[config.mk]
export PLATFORM = sky130hd
export DESIGN_NAME = cbc_bank_ctrl
export DESIGN_NICKNAME = d
export VERILOG_FILES = /design/src/rtl/cbc_pkg.sv /design/src/rtl/cbc_ctrl_regs.sv /design/src/rtl/cbc_clk_file.sv /design/src/rtl/cbc_addr_map.sv /design/src/rtl/cbc_bank_ctrl.sv
export SDC_FILE = /design/constraint.sdc
export NUM_CORES = 1
export LEC_CHECK = 0
export ABC_AREA = 0
export CAP_MARGIN = 20
export CORE_ASPECT_RATIO = 0.6
export CORE_UTILIZATION = 30
export CTS_CLUSTER_DIAMETER = 100
export DETAILED_ROUTE_END_ITERATION = 8
export DONT_BUFFER_PORTS = 1
export HOLD_SLACK_MARGIN = 0.1
export PLACE_DENSITY = 0.49
export SKIP_CTS_REPAIR_TIMING = 1
export SLEW_MARGIN = 20
export SYNTH_ARGS = -nofsm -noshare
export SYNTH_HDL_FRONTEND = slang
export SYNTH_SLANG_ARGS = --single-unit
[constraint.sdc]
create_clock -name clk -period 8.2 [get_ports clk]
set_input_delay 0.82 -clock clk [delete_from_list [all_inputs] [get_ports clk]]
set_output_delay 0.82 -clock clk [all_outputs]
set_load 0.005 [all_outputs]
[src/rtl/cbc_pkg.sv]
package cbc_pkg;

  typedef enum logic [1:0] {
    SRC_NONE = 2'd0,
    SRC_ROM  = 2'd1,
    SRC_RAM  = 2'd2,
    SRC_CLK  = 2'd3
  } rd_src_e;

  // Control write regions, decoded from address bits [15:13]
  localparam logic [2:0] REG_ENABLE = 3'b000;
  localparam logic [2:0] REG_ROMSEL = 3'b001;
  localparam logic [2:0] REG_AUXSEL = 3'b010;
  localparam logic [2:0] REG_LATCH  = 3'b011;
  localparam logic [2:0] WIN_EXTRAM = 3'b101;

  localparam logic [7:0] ACCESS_KEY = 8'h0A;
  localparam logic [7:0] CLK_BASE   = 8'h08;

endpackage

[src/rtl/cbc_ctrl_regs.sv]
module cbc_ctrl_regs
  import cbc_pkg::*;
#(
  parameter int ROM_BANKS = 128,
  parameter int RAM_BANKS = 4,
  parameter int CLK_REGS  = 5,
  parameter bit HAS_TIMER = 1'b1,
  parameter int BANK_W    = $clog2(ROM_BANKS),
  parameter int RB_W      = $clog2(RAM_BANKS),
  parameter int CI_W      = $clog2(CLK_REGS)
) (
  input  logic              clk,
  input  logic              rst,
  input  logic              wr,
  input  logic [2:0]        region,
  input  logic [7:0]        wdata,
  output logic              en_q,
  output logic [BANK_W-1:0] rom_bank_q,
  output logic [RB_W-1:0]   ram_bank_q,
  output logic              sel_clk_q,
  output logic [CI_W-1:0]   clk_idx_q,
  output logic              latch_o
);

  localparam logic [7:0] LAST8 = 8'(ROM_BANKS - 1);

  logic [7:0] bank_nx;
  logic       ram_hit;
  logic       clk_hit;
  logic       armed_q;

  always_comb begin
    if (wdata > LAST8)       bank_nx = LAST8;
    else if (wdata == 8'h00) bank_nx = 8'h01;
    else                     bank_nx = wdata;
  end

  assign ram_hit = (wdata < 8'(RAM_BANKS));
  assign clk_hit = HAS_TIMER && (wdata >= CLK_BASE) && (wdata < CLK_BASE + 8'(CLK_REGS));
  assign latch_o = wr && (region == REG_LATCH) && armed_q && (wdata == 8'h01);

  always_ff @(posedge clk) begin
    if (rst) begin
      en_q       <= 1'b0;
      rom_bank_q <= BANK_W'(1);
      ram_bank_q <= '0;
      sel_clk_q  <= 1'b0;
      clk_idx_q  <= '0;
      armed_q    <= 1'b0;
    end else if (wr) begin
      case (region)
        REG_ENABLE: en_q <= (wdata == ACCESS_KEY);
        REG_ROMSEL: rom_bank_q <= BANK_W'(bank_nx);
        REG_AUXSEL: begin
          if (ram_hit) begin
            sel_clk_q  <= 1'b0;
            ram_bank_q <= RB_W'(wdata);
          end else if (clk_hit) begin
            sel_clk_q <= 1'b1;
            clk_idx_q <= CI_W'(wdata - CLK_BASE);
          end
        end
        REG_LATCH: armed_q <= (wdata == 8'h00);
        default: ;
      endcase
    end
  end

  // bank register never holds 0 and never exceeds the last bank
  p_bank_range_r3: assert property (@(posedge clk) disable iff (rst)
    (rom_bank_q != '0) && (32'(rom_bank_q) <= ROM_BANKS - 1));

  // oversized bank values clamp to the last bank
  p_bank_clamp_r3: assert property (@(posedge clk) disable iff (rst)
    (wr && region == REG_ROMSEL && wdata > LAST8) |=> (rom_bank_q == BANK_W'(ROM_BANKS - 1)));

  // only the key value enables access
  p_access_key_r4: assert property (@(posedge clk) disable iff (rst)
    (wr && region == REG_ENABLE) |=> (en_q == ($past(wdata) == ACCESS_KEY)));

  // selector values outside both ranges change nothing
  p_sel_ignore_r5: assert property (@(posedge clk) disable iff (rst)
    (wr && region == REG_AUXSEL && !ram_hit && !clk_hit) |=> ($stable(ram_bank_q) && $stable(sel_clk_q)));

endmodule

[src/rtl/cbc_clk_file.sv]
module cbc_clk_file #(
  parameter int CLK_REGS = 5,
  parameter int CI_W     = $clog2(CLK_REGS)
) (
  input  logic            clk,
  input  logic            rst,
  input  logic            wr_en,
  input  logic [CI_W-1:0] idx,
  input  logic [7:0]      wdata,
  input  logic            latch,
  output logic [7:0]      rd_q
);

  logic [7:0] live_q [CLK_REGS];
  logic [7:0] lat_q  [CLK_REGS];

  always_ff @(posedge clk) begin
    if (rst) begin
      for (int i = 0; i < CLK_REGS; i++) begin
        live_q[i] <= 8'h00;
        lat_q[i]  <= 8'h00;
      end
      rd_q <= 8'h00;
    end else begin
      if (wr_en) live_q[idx] <= wdata;
      if (latch) begin
        for (int i = 0; i < CLK_REGS; i++) lat_q[i] <= live_q[i];
      end
      rd_q <= lat_q[idx];
    end
  end

  for (genvar g = 0; g < CLK_REGS; g++) begin : g_chk
    // latched copies move only on a latch command
    p_lat_hold_r8: assert property (@(posedge clk) disable iff (rst)
      !latch |=> $stable(lat_q[g]));
    // a latch command captures the live value
    p_lat_copy_r8: assert property (@(posedge clk) disable iff (rst)
      latch |=> (lat_q[g] == $past(live_q[g])));
  end

endmodule

[src/rtl/cbc_addr_map.sv]
module cbc_addr_map
  import cbc_pkg::*;
#(
  parameter bit HAS_RAM   = 1'b1,
  parameter bit HAS_TIMER = 1'b1,
  parameter int BANK_W    = 7,
  parameter int RB_W      = 2,
  parameter int ROM_AW    = BANK_W + 14,
  parameter int RAM_AW    = RB_W + 13
) (
  input  logic              clk,
  input  logic              rst,
  input  logic [15:0]       addr,
  input  logic              wr,
  input  logic [7:0]        wdata,
  input  logic              en,
  input  logic [BANK_W-1:0] rom_bank,
  input  logic [RB_W-1:0]   ram_bank,
  input  logic              sel_clk,
  output logic [ROM_AW-1:0] rom_addr_q,
  output logic [RAM_AW-1:0] ram_addr_q,
  output logic              ram_we_q,
  output logic [7:0]        ram_wdata_q,
  output rd_src_e           src_q,
  output logic              clk_wr_o
);

  logic    in_win;
  logic    ram_ok;
  logic    clk_ok;
  rd_src_e src_nx;

  assign in_win   = (addr[15:13] == WIN_EXTRAM);
  assign ram_ok   = HAS_RAM && en && !sel_clk;
  assign clk_ok   = HAS_TIMER && en && sel_clk;
  assign clk_wr_o = wr && in_win && clk_ok;

  always_comb begin
    if (!addr[15])             src_nx = SRC_ROM;
    else if (in_win && ram_ok) src_nx = SRC_RAM;
    else if (in_win && clk_ok) src_nx = SRC_CLK;
    else                       src_nx = SRC_NONE;
  end

  always_ff @(posedge clk) begin
    if (rst) begin
      rom_addr_q  <= '0;
      ram_addr_q  <= '0;
      ram_we_q    <= 1'b0;
      ram_wdata_q <= 8'h00;
      src_q       <= SRC_NONE;
    end else begin
      rom_addr_q  <= addr[14] ? {rom_bank, addr[13:0]} : {{BANK_W{1'b0}}, addr[13:0]};
      ram_addr_q  <= {ram_bank, addr[12:0]};
      ram_we_q    <= wr && in_win && ram_ok;
      ram_wdata_q <= wdata;
      src_q       <= src_nx;
    end
  end

endmodule

[src/rtl/cbc_bank_ctrl.sv]
module cbc_bank_ctrl
  import cbc_pkg::*;
#(
  parameter int ROM_BANKS   = 128,
  parameter int RAM_BANKS   = 4,
  parameter int CLK_REGS    = 5,
  parameter bit HAS_RAM     = 1'b1,
  parameter bit HAS_TIMER   = 1'b1,
  localparam int BANK_W     = $clog2(ROM_BANKS),
  localparam int RB_W       = $clog2(RAM_BANKS),
  localparam int CI_W       = $clog2(CLK_REGS),
  localparam int ROM_AW     = BANK_W + 14,
  localparam int RAM_AW     = RB_W + 13
) (
  input  logic              clk,
  input  logic              rst,
  input  logic [15:0]       cpu_addr,
  input  logic              cpu_wr,
  input  logic [7:0]        cpu_wdata,
  output logic [7:0]        cpu_rdata,
  output logic [ROM_AW-1:0] rom_addr,
  input  logic [7:0]        rom_rdata,
  output logic              rom_cs,
  output logic [RAM_AW-1:0] ram_addr,
  input  logic [7:0]        ram_rdata,
  output logic              ram_cs,
  output logic              ram_we,
  output logic [7:0]        ram_wdata
);

  logic              en;
  logic [BANK_W-1:0] rom_bank;
  logic [RB_W-1:0]   ram_bank;
  logic              sel_clk;
  logic [CI_W-1:0]   clk_idx;
  logic              latch;
  logic              clk_wr;
  logic [7:0]        clk_rd;
  rd_src_e           src;

  cbc_ctrl_regs #(
    .ROM_BANKS(ROM_BANKS), .RAM_BANKS(RAM_BANKS), .CLK_REGS(CLK_REGS),
    .HAS_TIMER(HAS_TIMER), .BANK_W(BANK_W), .RB_W(RB_W), .CI_W(CI_W)
  ) i_regs (
    .clk(clk), .rst(rst), .wr(cpu_wr), .region(cpu_addr[15:13]), .wdata(cpu_wdata),
    .en_q(en), .rom_bank_q(rom_bank), .ram_bank_q(ram_bank),
    .sel_clk_q(sel_clk), .clk_idx_q(clk_idx), .latch_o(latch)
  );

  cbc_addr_map #(
    .HAS_RAM(HAS_RAM), .HAS_TIMER(HAS_TIMER), .BANK_W(BANK_W), .RB_W(RB_W),
    .ROM_AW(ROM_AW), .RAM_AW(RAM_AW)
  ) i_map (
    .clk(clk), .rst(rst), .addr(cpu_addr), .wr(cpu_wr), .wdata(cpu_wdata),
    .en(en), .rom_bank(rom_bank), .ram_bank(ram_bank), .sel_clk(sel_clk),
    .rom_addr_q(rom_addr), .ram_addr_q(ram_addr), .ram_we_q(ram_we),
    .ram_wdata_q(ram_wdata), .src_q(src), .clk_wr_o(clk_wr)
  );

  cbc_clk_file #(.CLK_REGS(CLK_REGS), .CI_W(CI_W)) i_clk (
    .clk(clk), .rst(rst), .wr_en(clk_wr), .idx(clk_idx), .wdata(cpu_wdata),
    .latch(latch), .rd_q(clk_rd)
  );

  assign rom_cs = (src == SRC_ROM);
  assign ram_cs = (src == SRC_RAM);

  always_comb begin
    case (src)
      SRC_ROM: cpu_rdata = rom_rdata;
      SRC_RAM: cpu_rdata = ram_rdata;
      SRC_CLK: cpu_rdata = clk_rd;
      default: cpu_rdata = 8'hFF;
    endcase
  end

  // fixed window always lands in bank 0 at the same offset
  p_bank0_map_r1: assert property (@(posedge clk) disable iff (rst)
    (cpu_addr[15:14] == 2'b00) |=> (rom_addr == ROM_AW'($past(cpu_addr[13:0]))));

  // switchable window never lands in bank 0
  p_upper_bank_r2: assert property (@(posedge clk) disable iff (rst)
    (cpu_addr[15:14] == 2'b01) |=> (rom_addr[ROM_AW-1:14] != '0));

  // RAM write enable only follows an enabled window write
  p_we_gated_r9: assert property (@(posedge clk) disable iff (rst)
    ram_we |-> ($past(cpu_wr) && ($past(cpu_addr[15:13]) == WIN_EXTRAM) && $past(en)));

  // disabled window reads as 0xFF
  p_off_ff_r7: assert property (@(posedge clk) disable iff (rst)
    ((cpu_addr[15:13] == WIN_EXTRAM) && !en) |=> (cpu_rdata == 8'hFF));

endmodule

==> flow_results.org <==
** Status
- Run status :: finished, final reports clean

** STA
- Setup repair after global routing missed its margin :: no
- At the pin with the least slew margin, the transition time is 0.701 ns.
- Final setup violation count :: 0
- The count of final hold-check violations came to 0.
- Crit share post-route :: 29.3%
- The final-report max-slew violation count came to 0.
- Post-route minimum period :: 2.40 ns
- Setup total negative slack on the finished layout was measured at 0 ns.
- Achievable clock frequency :: 416 MHz
- Measured against its own limit, the worst slew margin works out to 53.2%.
- Clock skew on the completed layout was measured at 0.0168 ns.

** Worst setup path
- The largest individual stage delay along the critical path comes from the cell dfxtp_1.
- Maximum cell stage delay along the critical path :: 0.63 ns
- The number of buffers and inverters on the critical path is 0.
- Critical R2R Launch :: i_regs.clk_idx_q[2]
- The worst setup path is of the flop to primary output kind.
- Critical Path AT :: 1.58 ns
- At the worst endpoint, the required time is 7.38 ns.
- In this run the critical register-to-register path is captured at i_clk.live_q[2][7].
- Largest fanout on the critical path :: 10
- Critical path launch point type :: flop
- R2r setup slk :: 5.92 ns
- The worst setup path is captured at a primary output.
- Worst R2R Path Depth :: 3
- CP delay by family, top :: flip-flops
- Cell-by-cell trace of the critical path :: nand2b_1, nor2_1, a21oi_1

** Global routing
- Wire length of the first global-routing pass :: 19000 um
- For this run, the total global-route usage over all layers was measured as 13.2%.
- Via count of the first global-routing pass :: 3203
- Entering global routing, the biggest net connects 51 pins.
- The number of antenna violations at the first check in global routing was 0.
- Summed over all layers, the global routing overflow is 0.

** Flow run
- Across the run, the number of max-cap violations was 0.

** Cells and area
- Final Net Count :: 497
- The top cell types in the final layout, fill and taps aside, are 80 x edfxtp_1, 56 x dfxtp_1, 48 x and2_1, 46 x inv_1, 40 x nor3_2.
- Total area of sequential cells :: 3540 um^2
- For this run, the number of standard cells in the final layout without fillers is 713.
- Counting the fill cells in the layout gives 1882.
- Share of cells above drive strength 1 :: 19.5%
- The number of antenna diodes in the final layout is 0.
- Combined area of the multi-input logic cells :: 1900 um^2
- Commonest non-fill, non-tap cell in the layout :: edfxtp_1
- Area delta synth->final :: 12.1%

** Routing
- Vias per cell :: 4.62
- After detailed routing, the total wire length is 12700 um.
- For this block, the initial DRC count from the detailed router was 191.
- Count of vias placed by the detailed router :: 3295
- After detailed routing, the number of remaining DRC violations is 0.
- Pre-Repair DR Iteration Count :: 4
- Average wire per cell in the routed design :: 17.8 um
- DRT antenna net count :: 0

** Clocking
- The tree is rooted in a clkbuf_16.
- Worst skew pair latency :: 0.42 ns
- Total clock sinks :: 137
- Htree depth :: 4
- The number of clock buffers added by TritonCTS is 17.
- Clock Path Buffers :: 2
- Clock-pin slew was measured on the worst setup and hold paths at 0.07 ns.
- TritonCTS built the clock tree.

** Power and ir drop
- Combinational logic is responsible for 2.7% of the overall power.
- Power spread over the standard cell area amounts to 236 nW/um^2.
- Internal power comes to 1190 uW.
- Clk network pwr share :: 48.2%
- Net switching share of the total power :: 22.9%
- Max rail drop VDD :: 133 uV
- In this run, flip-flops and latches consume 49.1% of the power.
- NetSw :: 354 uW
- Summed over all cells, the static leakage comes to 0.00229 uW.

** Floorplanning
- Starting Density :: 30.7%
- Core region area :: 19000 um^2
- Measured along the x axis, the die boundary spans 182 um.
- During I/O placement, the number of pins put on the boundary was 98.
- Row count :: 39
- Floorplan die height :: 110 um
- Area of the die :: 20000 um^2

** Placement
- Final HPWL from detailed placement :: 9250 um
- Number of placed instances, taps included :: 681
- GP Congestion :: 0.801
- During placement, the flow inserted port buffers numbering 0.

** Logic synthesis
- Sequential elements use 60.7% of the synthesized area.
- Each instance of the synthesized netlist takes up on average 12.4 um^2.
- Gate count after technology mapping :: 471
- Cell area after technology mapping :: 5840 um^2
- Register bit total from synthesis :: 137
- In the synthesized netlist the dominant register cell turns out to be edfxtp_1.
- Cell variety after synth :: 41
- Synth warn :: 0
- Yosys mapped a number of flops with a built-in enable equal to 80.
- In the synthesized netlist the async set-or-reset flop fraction comes to 0%.
- When the netlist entered floorplanning its net count stood at 514.

** Min path
- WHS Path Cells :: 1
- WHS Endpoint :: i_map.rom_addr_q[20]
- Path type of the worst min-delay path :: flop to flop
- Hold path startpoint :: i_regs.rom_bank_q[6]
## power by group through the flow
stage | Combinational, uW | Clock (uW) | Sequential [uW]
2_1_floorplan | 41.5 | 0 | 771
3_3_place_gp | 40.4 | 0 | 775
5_1_grt | 47.2 | 791 | 762
3_5_place_dp | 43.1 | 0 | 775
6_report | 42.2 | 745 | 760
4_1_cts | 43.0 | 760 | 760
## flip-flops by register name, summed over array words and instances, names as in the netlist, 2 cells and up
| signal | count |
|---|---|
| i_clk.lat_q | 40 |
| i_map.src_q | 2 |
| i_map.ram_wdata_q | 8 |
| i_map.rom_addr_q | 21 |
| i_map.ram_addr_q | 2 |
| i_regs.ram_bank_q | 2 |
| i_regs.clk_idx_q | 3 |
| i_clk.rd_q | 8 |
| i_regs.rom_bank_q | 7 |
| i_clk.live_q | 40 |
## metrics by stage
stage	hold WS, ns	utilization [%]	total power (uW)	worst slack, ns	instance area, um^2
floorplan	0.431	-	812	4.41	5840
global placement	0.444	31.2	816	5.17	5940
detailed placement	0.447	31.4	818	5.41	5970
CTS	0.449	34.4	1560	5.68	6550
global route	0.441	34.4	1600	5.65	6550
finish	0.464	34.4	1550	5.80	6550
## cell usage after synthesis (all sizes together), types with 3 or more instances
| master | instances | area, um^2 |
|---|---|---|
| buf | 24 | 179 |
| edfxtp | 80 | 2400 |
| nand2 | 14 | 52.6 |
| nand2b | 6 | 37.5 |
| or2 | 6 | 37.5 |
| o22a | 7 | 61.3 |
| mux2i | 26 | 260 |
| inv | 46 | 173 |
| nor2 | 20 | 75.1 |
| a211oi | 6 | 45.0 |
| nor4 | 6 | 128 |
| nor2b | 27 | 169 |
| clkbuf | 15 | 56.3 |
| a21oi | 17 | 85.1 |
| mux2 | 3 | 33.8 |
| and2 | 48 | 300 |
| dfxtp | 57 | 1140 |
| nor3 | 44 | 420 |
## worst max-delay path by stage
stage	startpoint	to	slack (ns)	depth (start not counted)
finish	i_map.src_q[1]	cpu_rdata[6]	5.80	3
global route	cpu_wdata[5]	i_clk.lat_q[1][3]	5.65	5
CTS	i_regs.clk_idx_q[0]	i_clk.live_q[1][5]	5.68	3
detailed placement	cpu_wdata[5]	i_clk.lat_q[4][4]	5.41	5
global placement	cpu_wdata[5]	i_clk.lat_q[1][5]	5.17	4
floorplan	cpu_wdata[1]	i_clk.lat_q[0][0]	4.41	4
## area by class of cell
| type | instances | share of cell area (%) |
|---|---|---|
| Clock buffer | 17 | 6.50 |
| Clock inverter | 15 | 2.31 |
| Inverter | 46 | 2.64 |
| Multi-Input combinational cell | 249 | 29.1 |
| Sequential cell | 137 | 54.1 |
| Tap cell | 246 | 4.70 |
| Timing Repair Buffer | 3 | 0.650 |
## cell families (layout without fill, tap and decap cells)
kind of cell / after synthesis / in the layout / synth area share, %
flops: 137 / 137 / 60.7
simple gates: 184 / 184 / 23.3
mux: 29 / 29 / 5.03
buf+inv: 85 / 81 / 6.98
compound gates: 36 / 36 / 4.03
## worst reg2reg max path: stages, from the launching register on
cell and delay (ns):
dfxtp_1 0.47, nand2b_1 0.55, nor4_4 0.56, or2_1 0.36
## per-layer routing
metal / routed length, um / up-vias / part of all wire (%) / global-route usage, %
met5: 0 / - / 0 / 0
met4: 96 / 0 / 0.75 / 3.66
met3: 1390 / 9 / 11 / 5.58
met2: 4820 / 139 / 38 / 16.9
met1: 6400 / 1579 / 50 / 19.7
li1: - / 1568 / - / -
No activity file was read; power rests on OpenSTA's default activity.
